[src/rtl/pfb_pkg.sv]
package pfb_pkg;
  localparam int unsigned N_LINES = 4;

  typedef enum logic [1:0] {
    KIND_INSTR  = 2'd0,
    KIND_DATA   = 2'd1,
    KIND_PERIPH = 2'd2
  } req_kind_e;

  function automatic logic pf_allowed(input logic [1:0] mode, input logic [1:0] kind);
    case (mode)
      2'b00:   pf_allowed = 1'b0;
      2'b01:   pf_allowed = (kind == KIND_INSTR);
      2'b10:   pf_allowed = (kind == KIND_INSTR) || (kind == KIND_DATA);
      default: pf_allowed = 1'b1;
    endcase
  endfunction

  function automatic logic [1:0] victim_slot(input logic [1:0] kind, input logic tog);
    if (kind == KIND_INSTR)     victim_slot = 2'd0;
    else if (kind == KIND_DATA) victim_slot = 2'd1;
    else                        victim_slot = {1'b1, tog};
  endfunction
endpackage

[src/rtl/pfb_flash_seq.sv]
module pfb_flash_seq #(
  parameter int unsigned TAG_W = 28,
  parameter int unsigned WS_W  = 3
) (
  input  logic             clk_i,
  input  logic             rst_ni,
  input  logic [WS_W-1:0]  ws_i,
  input  logic             start_i,
  input  logic             start_pf_i,
  input  logic [TAG_W-1:0] start_tag_i,
  input  logic [1:0]       start_kind_i,
  output logic             busy_o,
  output logic             done_o,
  output logic [TAG_W-1:0] tag_o,
  output logic             pf_o,
  output logic [1:0]       kind_o
);
  logic            busy_q, pf_q;
  logic [WS_W-1:0] cnt_q;
  logic [TAG_W-1:0] tag_q;
  logic [1:0]      kind_q;

  assign done_o = busy_q && (cnt_q == ws_i);
  assign busy_o = busy_q;
  assign tag_o  = tag_q;
  assign pf_o   = pf_q;
  assign kind_o = kind_q;

  always_ff @(posedge clk_i or negedge rst_ni) begin
    if (!rst_ni) begin
      busy_q <= 1'b0;
      cnt_q  <= '0;
      tag_q  <= '0;
      pf_q   <= 1'b0;
      kind_q <= '0;
    end else if (busy_q) begin
      if (done_o) busy_q <= 1'b0;
      else        cnt_q  <= cnt_q + 1'b1;
    end else if (start_i) begin
      busy_q <= 1'b1;
      cnt_q  <= '0;
      tag_q  <= start_tag_i;
      pf_q   <= start_pf_i;
      kind_q <= start_kind_i;
    end
  end

  AST_ACCESS_HELD: assert property (@(posedge clk_i) disable iff (!rst_ni)
    (busy_q && $past(busy_q)) |-> $stable(tag_q));
  AST_CNT_LIMIT: assert property (@(posedge clk_i) disable iff (!rst_ni)
    busy_q |-> (cnt_q <= ws_i));
endmodule

[src/rtl/pfb_lines.sv]
module pfb_lines #(
  parameter int unsigned N     = 4,
  parameter int unsigned TAG_W = 28,
  parameter int unsigned LINE_W = 128
) (
  input  logic              clk_i,
  input  logic              rst_ni,
  input  logic [TAG_W-1:0]  lookup_tag_i,
  input  logic              wr_en_i,
  input  logic [$clog2(N)-1:0] wr_idx_i,
  input  logic [TAG_W-1:0]  wr_tag_i,
  input  logic [1:0]        wr_type_i,
  input  logic [LINE_W-1:0] wr_data_i,
  input  logic              wr_ded_i,
  input  logic              inv_all_i,
  output logic              hit_o,
  output logic [N-1:0]      hit_vec_o,
  output logic [LINE_W-1:0] rd_data_o,
  output logic              rd_ded_o
);
  logic [N-1:0]      valid_q, ded_q;
  logic [TAG_W-1:0]  tag_q  [N];
  logic [1:0]        type_q [N];
  logic [LINE_W-1:0] data_q [N];

  always_ff @(posedge clk_i or negedge rst_ni) begin
    if (!rst_ni) begin
      valid_q <= '0;
      ded_q   <= '0;
      for (int i = 0; i < int'(N); i++) begin
        tag_q[i]  <= '0;
        type_q[i] <= '0;
        data_q[i] <= '0;
      end
    end else begin
      if (wr_en_i) begin
        valid_q[wr_idx_i] <= 1'b1;
        ded_q[wr_idx_i]   <= wr_ded_i;
        tag_q[wr_idx_i]   <= wr_tag_i;
        type_q[wr_idx_i]  <= wr_type_i;
        data_q[wr_idx_i]  <= wr_data_i;
      end
      if (inv_all_i) valid_q <= '0;
    end
  end

  for (genvar g = 0; g < int'(N); g++) begin : g_match
    assign hit_vec_o[g] = valid_q[g] && (tag_q[g] == lookup_tag_i);
  end

  always_comb begin
    rd_data_o = '0;
    rd_ded_o  = 1'b0;
    for (int i = 0; i < int'(N); i++) begin
      if (hit_vec_o[i]) begin
        rd_data_o = rd_data_o | data_q[i];
        rd_ded_o  = rd_ded_o | ded_q[i];
      end
    end
  end
  assign hit_o = |hit_vec_o;

  AST_SLOT0_INSTR: assert property (@(posedge clk_i) disable iff (!rst_ni)
    valid_q[0] |-> (type_q[0] == 2'd0));
endmodule

[src/rtl/flash_prefetch_buf.sv]
module flash_prefetch_buf
  import pfb_pkg::*;
#(
  parameter int unsigned ADDR_W     = 32,
  parameter int unsigned LINE_BYTES = 16,
  parameter int unsigned WORD_W     = 32,
  parameter int unsigned WS_W       = 3
) (
  input  logic                                  clk_i,
  input  logic                                  rst_ni,
  input  logic [WS_W-1:0]                       wait_states_i,
  input  logic [1:0]                            pf_mode_i,
  input  logic                                  prog_event_i,
  input  logic                                  req_valid_i,
  input  logic [1:0]                            req_kind_i,
  input  logic [ADDR_W-1:0]                     req_addr_i,
  output logic                                  resp_valid_o,
  output logic [WORD_W-1:0]                     resp_data_o,
  output logic                                  resp_err_o,
  output logic                                  sec_event_o,
  output logic                                  fl_en_o,
  output logic [ADDR_W-$clog2(LINE_BYTES)-1:0]  fl_line_o,
  input  logic [LINE_BYTES*8-1:0]               fl_data_i,
  input  logic                                  fl_sec_i,
  input  logic                                  fl_ded_i
);
  localparam int unsigned OFF_W  = $clog2(LINE_BYTES);
  localparam int unsigned TAG_W  = ADDR_W - OFF_W;
  localparam int unsigned LINE_W = LINE_BYTES * 8;
  localparam int unsigned WSEL_W = $clog2(LINE_W / WORD_W);
  localparam int unsigned IDX_W  = $clog2(N_LINES);

  logic [TAG_W-1:0]  req_tag;
  logic [WSEL_W-1:0] wsel;
  assign req_tag = req_addr_i[ADDR_W-1:OFF_W];
  assign wsel    = req_addr_i[OFF_W-1 -: WSEL_W];

  logic              line_hit, line_ded;
  logic [N_LINES-1:0] hit_vec;
  logic [LINE_W-1:0] line_data;

  logic              pfb_valid_q, pfb_ded_q, pfb_sec_q;
  logic [TAG_W-1:0]  pfb_tag_q;
  logic [LINE_W-1:0] pfb_data_q;

  logic              seq_busy, seq_done, seq_pf;
  logic [TAG_W-1:0]  seq_tag;
  logic [1:0]        seq_kind;

  logic              pf_pend_q, inv_pend_q, tog_q;
  logic [TAG_W-1:0]  pf_tag_q;

  logic pf_hit, miss, inv_do, start, fill_dem, fill_pf, wr_en, pp_set;
  logic [1:0]        wr_kind;
  logic [IDX_W-1:0]  wr_idx;
  logic [TAG_W-1:0]  wr_tag;
  logic [LINE_W-1:0] wr_data, sel_line;
  logic              wr_ded;

  assign pf_hit   = req_valid_i && !line_hit && pfb_valid_q && (pfb_tag_q == req_tag);
  assign miss     = req_valid_i && !line_hit && !pf_hit;
  assign inv_do   = inv_pend_q && !seq_busy;
  assign start    = !seq_busy && !inv_pend_q && (pf_pend_q || miss);
  assign fill_dem = seq_done && !seq_pf;
  assign fill_pf  = seq_done && seq_pf;

  // demand fill and promotion never coincide: one request is outstanding at a time
  assign wr_en   = fill_dem || pf_hit;
  assign wr_kind = fill_dem ? seq_kind : req_kind_i;
  assign wr_idx  = victim_slot(wr_kind, tog_q);
  assign wr_tag  = fill_dem ? seq_tag : pfb_tag_q;
  assign wr_data = fill_dem ? fl_data_i : pfb_data_q;
  assign wr_ded  = fill_dem ? fl_ded_i : pfb_ded_q;
  assign pp_set  = wr_en && pf_allowed(pf_mode_i, wr_kind);

  pfb_flash_seq #(.TAG_W(TAG_W), .WS_W(WS_W)) u_seq (
    .clk_i        (clk_i),
    .rst_ni       (rst_ni),
    .ws_i         (wait_states_i),
    .start_i      (start),
    .start_pf_i   (pf_pend_q),
    .start_tag_i  (pf_pend_q ? pf_tag_q : req_tag),
    .start_kind_i (req_kind_i),
    .busy_o       (seq_busy),
    .done_o       (seq_done),
    .tag_o        (seq_tag),
    .pf_o         (seq_pf),
    .kind_o       (seq_kind)
  );

  pfb_lines #(.N(N_LINES), .TAG_W(TAG_W), .LINE_W(LINE_W)) u_lines (
    .clk_i        (clk_i),
    .rst_ni       (rst_ni),
    .lookup_tag_i (req_tag),
    .wr_en_i      (wr_en),
    .wr_idx_i     (wr_idx),
    .wr_tag_i     (wr_tag),
    .wr_type_i    (wr_kind),
    .wr_data_i    (wr_data),
    .wr_ded_i     (wr_ded),
    .inv_all_i    (inv_do),
    .hit_o        (line_hit),
    .hit_vec_o    (hit_vec),
    .rd_data_o    (line_data),
    .rd_ded_o     (line_ded)
  );

  always_ff @(posedge clk_i or negedge rst_ni) begin
    if (!rst_ni) begin
      pfb_valid_q <= 1'b0;
      pfb_ded_q   <= 1'b0;
      pfb_sec_q   <= 1'b0;
      pfb_tag_q   <= '0;
      pfb_data_q  <= '0;
      pf_pend_q   <= 1'b0;
      pf_tag_q    <= '0;
      inv_pend_q  <= 1'b0;
      tog_q       <= 1'b0;
    end else begin
      if (inv_do)       pfb_valid_q <= 1'b0;
      else if (fill_pf) pfb_valid_q <= 1'b1;
      else if (pf_hit)  pfb_valid_q <= 1'b0;
      if (fill_pf) begin
        pfb_tag_q  <= seq_tag;
        pfb_data_q <= fl_data_i;
        pfb_ded_q  <= fl_ded_i;
        pfb_sec_q  <= fl_sec_i;
      end

      if (inv_do)                     pf_pend_q <= 1'b0;
      else if (pp_set)                pf_pend_q <= 1'b1;
      else if (start && pf_pend_q)    pf_pend_q <= 1'b0;
      if (pp_set) pf_tag_q <= wr_tag + TAG_W'(1);

      if (prog_event_i) inv_pend_q <= 1'b1;
      else if (inv_do)  inv_pend_q <= 1'b0;

      if (wr_en && wr_kind[1]) tog_q <= ~tog_q;
    end
  end

  assign sel_line     = pf_hit ? pfb_data_q : line_data;
  assign resp_valid_o = req_valid_i && (line_hit || pf_hit);
  assign resp_data_o  = sel_line[wsel*WORD_W +: WORD_W];
  assign resp_err_o   = resp_valid_o && (pf_hit ? pfb_ded_q : line_ded);
  assign sec_event_o  = (fill_dem && fl_sec_i) || (pf_hit && pfb_sec_q);
  assign fl_en_o      = seq_busy;
  assign fl_line_o    = seq_tag;

  AST_RESP_HAS_REQ: assert property (@(posedge clk_i) disable iff (!rst_ni)
    resp_valid_o |-> req_valid_i);
  AST_WORD_ALIGNED: assert property (@(posedge clk_i) disable iff (!rst_ni)
    req_valid_i |-> (req_addr_i[1:0] == 2'b00));
  AST_TAG_UNIQUE: assert property (@(posedge clk_i) disable iff (!rst_ni)
    $onehot0(hit_vec));
  AST_ERR_WITH_RESP: assert property (@(posedge clk_i) disable iff (!rst_ni)
    resp_err_o |-> resp_valid_o);
endmodule

[config.mk]
export PLATFORM = sky130hd
export DESIGN_NAME = flash_prefetch_buf
export DESIGN_NICKNAME = d
export VERILOG_FILES = /design/src/rtl/pfb_pkg.sv /design/src/rtl/pfb_flash_seq.sv /design/src/rtl/pfb_lines.sv /design/src/rtl/flash_prefetch_buf.sv
export SDC_FILE = /design/constraint.sdc
export NUM_CORES = 2
export LEC_CHECK = 0
export BUFFER_PORTS_ARGS = -buffer_cell sky130_fd_sc_hd__buf_2
export CORE_MARGIN = 2
export CORE_UTILIZATION = 45
export CTS_BUF_LIST = sky130_fd_sc_hd__clkbuf_4
export DETAILED_ROUTE_END_ITERATION = 12
export SLEW_MARGIN = 5
export SYNTH_ARGS = -nofsm -noshare
export SYNTH_HDL_FRONTEND = slang
export SYNTH_HIERARCHICAL = 1
export SYNTH_SLANG_ARGS = --single-unit
[constraint.sdc]
create_clock -name clk_i -period 6.8 [get_ports clk_i]
set_clock_uncertainty 0.1 [all_clocks]
set_input_delay 1.02 -clock clk_i [delete_from_list [all_inputs] [get_ports clk_i]]
set_output_delay 1.02 -clock clk_i [all_outputs]
set_load 0.01 [all_outputs]
# After elaboration in Yosys (flattened, before gate mapping)
# Index checks and enable logic that the tools add are counted.
# totals
rom_bits	0
in_bits	173
mem_bits_rw	0
latchBits	0
ff_bits	857
memories	0
# op_classes
div	0
n_eq_ne	10
n_bitwise	10
n_shift	1
n_reduce_logical	43
n_mul	0
addsub	2
magnitude_cmp	4
muxes	43
# ops
cell	n
two-way mux 128 bit	7
bitwise mux 512 bit	1
bitwise OR 128 bit	3
demux 128 bit (select 2 bit)	1
equality test 28 bit	5
indexed part select 128 x 8 -> 32 bit	1
bitwise mux 112 bit	1
two-way mux 28 bit	3
demux 28 bit (select 2 bit)	1
adder 28 x 1 -> 28 bit, second input constant	1
logical AND 1 bit	23
two-way mux 1 bit	18
two-way mux 3 bit	3
two-way mux 4 bit	2
two-way mux 2 bit	3
nonzero test 2 bit	3
nonzero test 3 bit	2
logical NOT 1 bit	5
logical OR 1 bit	5
bitwise mux 4 bit	1
equality test 2 x 1 -> 1 bit, second input constant	2
logical NOT 2 bit	2
bitwise OR 4 bit	1
AND reduction 2 bit	2
14 further kinds	17

# Logic depth before layout (Yosys ltp)
# logic_depth
word_depth	15
depth_mapped	18

# Modules after synthesis
# The synthesis kept the hierarchy.
# modules_own_cells
mod	cells_per_inst	area_each_um2	instances
pfb_lines	2282	28695.0	1
flash_prefetch_buf	1274	12383.1	1
pfb_flash_seq	96	1421.4	1

# Worst setup path after synthesis
# Ideal clock, no wire load.
# synth_timing
kind	input to register
start	in wait_states_i[0]
end	reg pf_tag_q[24]
arrival_ns	4.389
path_buffers	5
setup_ns	0.128
stages	18
path_slack_ns	2.184
path_cell_list	xor2_1 nor2_1 and3_1 nor2b_1 buf_6 buf_6 buf_4 clkbuf_1 clkbuf_1 nand2_1 nand2_1 ha_1 nand4_1 o32ai_4 nand2_4 nor4_1 xor2_1 mux2_1
# synth_via
word_cells_on_any_way	12
# synth_lines
item	line	rtl
from (decl)	flash_prefetch_buf.sv:11	input logic [WS_W-1:0] wait_states_i,
equality test 3 bit	pfb_flash_seq.sv:23	assign done_o = busy_q && (cnt_q == ws_i);
logical AND 1 bit	pfb_flash_seq.sv:23	
named net seq_done	flash_prefetch_buf.sv:46	logic seq_busy, seq_done, seq_pf;
logical AND 1 bit	flash_prefetch_buf.sv:64	assign fill_dem = seq_done && !seq_pf;
two-way mux 28 bit	flash_prefetch_buf.sv:71	assign wr_tag = fill_dem ? seq_tag : pfb_tag_q;
named net wr_tag[1]	flash_prefetch_buf.sv:56	logic [TAG_W-1:0] wr_tag;
adder 28 x 1 -> 28 bit	flash_prefetch_buf.sv:133	if (pp_set) pf_tag_q <= wr_tag + TAG_W'(1);
to (signal assigned)	flash_prefetch_buf.sv:133	
to (decl)	flash_prefetch_buf.sv:51	logic [TAG_W-1:0] pf_tag_q;
# The timed path passes the listed nets, and every way through them passes these cells.
# A chain may end at the register's enable or synchronous reset.

# Worst setup path after layout
# layout_timing
start	reg u_lines/tag_q[85] (netlist name)
end	out resp_data_o[0]
# layout_via
word_cells_on_any_way	16
# layout_lines
item	line	rtl
from (decl)	pfb_lines.sv:22	logic [TAG_W-1:0] tag_q [N];
from (signal, indexed assignment)	pfb_lines.sv:39	tag_q[wr_idx_i] <= wr_tag_i;
equality test 28 bit	pfb_lines.sv:48	assign hit_vec_o[g] = valid_q[g] && (tag_q[g] == lookup_tag_i);
logical AND 1 bit	pfb_lines.sv:48	
named net hit_vec[0]	flash_prefetch_buf.sv:39	logic [N_LINES-1:0] hit_vec;
OR reduction 4 bit	pfb_lines.sv:61	assign hit_o = |hit_vec_o;
named net line_hit	flash_prefetch_buf.sv:38	logic line_hit, line_ded;
logical NOT 1 bit	flash_prefetch_buf.sv:60	assign pf_hit = req_valid_i && !line_hit && pfb_valid_q && (pfb_tag_q == req_tag);
logical AND 1 bit (3 in series)	flash_prefetch_buf.sv:60	
two-way mux 128 bit	flash_prefetch_buf.sv:142	assign sel_line = pf_hit ? pfb_data_q : line_data;
indexed part select 128 x 8 -> 32 bit	flash_prefetch_buf.sv:144	assign resp_data_o = sel_line[wsel*WORD_W +: WORD_W];
to (decl)	flash_prefetch_buf.sv:18	output logic [WORD_W-1:0] resp_data_o,
# The timed path passes the listed nets, and every way through them passes these cells.

==> results_dict.tcl <==
set metrics [dict create \
    status "finished, final reports clean" \
    cp_slowest_cell "a2111o_1" \
    ios 237 \
    htreeDepth 4 \
    drt_pre_antenna_iters 5 \
    antenna_found_initial 16 \
    grt_overflow 0 \
    regArea_sq_um 21400 \
    p_leak_uw 0.0235 \
    drive_gt1_share_pct 39.1 \
    rr_worst_depth 14 \
    start_util_pct 45.5 \
    hpwl_mm 72.1 \
    syn_area_per_cell_sq_um 11.6 \
    cap_viol_max_count 0 \
    gp_congestion 0.825 \
    drc_errors 0 \
    tns_ps 0 \
    track_usage_pct 26.2 \
    p_per_area_nw_per_um2 350 \
    numCtsBuffers 225 \
    port_buffers 234 \
    dieArea_sq_um 96900 \
    cts.clk_slew.worst_paths_ps 70 \
    total_power_uw 16900 \
    drv_slew 0 \
    min_to "pfb_data_q[120]" \
    setup_viol 0 \
    cts-root-buf "clkbuf_4" \
    grt_pass1_wl_mm 196 \
    crit_arrival_ps 4590 \
    worstPathRequired_ps 5680 \
    area_delta_synth_final_pct 13.6 \
    clkSinkCount 857 \
    fillCellCount 8427 \
    crit_start "u_lines/tag_q[85]" \
    via_per_inst 5.75 \
    drtAntennaViolNets 0 \
    core-area_sq_um 93500 \
    worstHoldPathCells 2 \
    vias 30900 \
    worstHoldStart "fl_data_i[120]" \
    routed_wl_mm 127 \
    cp_cell_sequence "xnor2_1 > nand4_1 > nor4_4 > and2_1 > a2111o_1 > and3b_1 > nand4_1 > nor3_1 > and3_2 > buf_4 > nand2_1 > nand2_1 > buf_2" \
    synth.net_count 3824 \
    worstReg2RegEnd "u_seq/tag_o[24]" \
    syn-instance-count 3649 \
    fin_crit_sh_pct 84.0 \
    clock.fmax_ghz 0.175 \
    r2r_setup_slack_ps 2190 \
    finalHoldViolations 0 \
    rows 112 \
    r2r_start "u_lines/tag_q[1]" \
    crit_path_start_kind "flop" \
    syn-cell-area_sq_um 42500 \
    worstHoldPathType "input pin to flop" \
    nNetsFinal 4118 \
    routedWlPerCell_um 23.6 \
    grt_pass1_vias 31400 \
    multi_input_area_sq_um 19600 \
    peakVddDrop_mv 0.157 \
    rsz0062_at_grt "false" \
    critPathKind "flop to primary output" \
    tritoncts "done" \
    clock_latency_ps 1130 \
    ys_warn_count 6 \
    cp_max_fo 20 \
    drt_iter0_markers 2400 \
    grt_max_degree 169 \
    die_h_um 311 \
    postCtsSetupBuffers 0 \
    slew_headroom_pct 21.6 \
    die-width_um 311 \
    worstSetupEndpointType "primary output" \
    path_delay_family "simple AND/OR/NAND/NOR gates" \
    fin_crit_ps 5710 \
    clock_path_buffers 3 \
    critical-path-max-stage-delay_ps 470 \
    worst_pin_slew_ps 1170 \
    path_buf_inv 2 \
]
metal layers:
metal  vias to the layer above  routed length [um]  track usage (%)
li1                      13700                   -                -
met1                     16100               56700             35.9
met2                       961               60100             41.7
met3                       208                7500             5.30
met4                        14                2820             8.41
met5                         -                  86                0
cell type report:
type	count	area share, %
multi-input cells	2477	40.7
repair buffers	357	5.33
diodes	13	0.0674
clock buffers	346	5.38
inverters	25	0.194
well taps	1254	3.25
clock inverters	54	0.630
flip-flops and latches	857	44.4
stage by stage:
step | cells | util [%] | setup slack (ps) | instance area, sq um | hold slack [ps]
CTS | 5370 | 51.6 | 988 | 48200 | 0.0194
finish | 5383 | 51.6 | 1090 | 48300 | 108
global placement | 4897 | 47.7 | 1440 | 44600 | 358
global route | 5380 | 51.6 | 804 | 48300 | 3.33
detailed placement | 4897 | 47.7 | 1400 | 44600 | 362
floorplan | 3649 | - | 2180 | 42500 | 342
worst max path at each step:
stage | endpoint | cells after the start | slack [ps]
6_report | resp_data_o[0] | 13 | 1090
5_1_grt | resp_data_o[1] | 13 | 800
4_1_cts | resp_data_o[4] | 13 | 990
3_5_place_dp | u_seq/tag_o[23] | 16 | 1400
3_3_place_gp | resp_data_o[4] | 14 | 1440
2_1_floorplan | pf_tag_q[24] | 18 | 2180
sequential cells by signal, indices dropped and copies added (netlist names):
signal and count:
pfb_tag_q 28, u_seq/kind_o 2, inv_pend_q 1, u_seq/tag_o 28, pf_pend_q 1, tog_q 1, pfb_valid_q 1, u_seq/cnt_q 3
u_seq/busy_o 1, pfb_sec_q 1, pf_tag_q 28, u_seq/pf_o 1, pfb_ded_q 1, u_lines/data_q 512, u_lines/tag_q 112, u_lines/ded_q 4
u_lines/valid_q 4, pfb_data_q 128
power by group:
group	switching, uW	leakage, uW	internal (uW)
clock network	2200	0.00173	2380
logic	2310	0.0102	2220
registers	1080	0.0116	6680
total	5590	0.0235	11300
cell usage in the layout, fill, tap and decap left out, types with 9 or more instances in the layout:
cell and count:
buf_12 22, buf_2 231, buf_4 29, clkbuf_4 346, clkinv_1 39, dfrtp_1 856, diode_2 13, dlygate4sd3_1 73
inv_1 25, mux2_2 867, mux2i_1 22, mux4_2 64, nand2_1 559, nand3_1 529, nand4_1 163, nor3_1 9
xnor2_1 151, xor2_1 18
what timing repair did:
| action | 4_1_cts | 5_1_grt |
|---|---|---|
| hold endpoints to repair | 160 | 0 |
| gates resized for setup | 0 | 0 |
| setup endpoints to repair | 0 | 0 |
| hold buffers | 73 | 0 |
No activity file was read; power rests on OpenSTA's default activity.
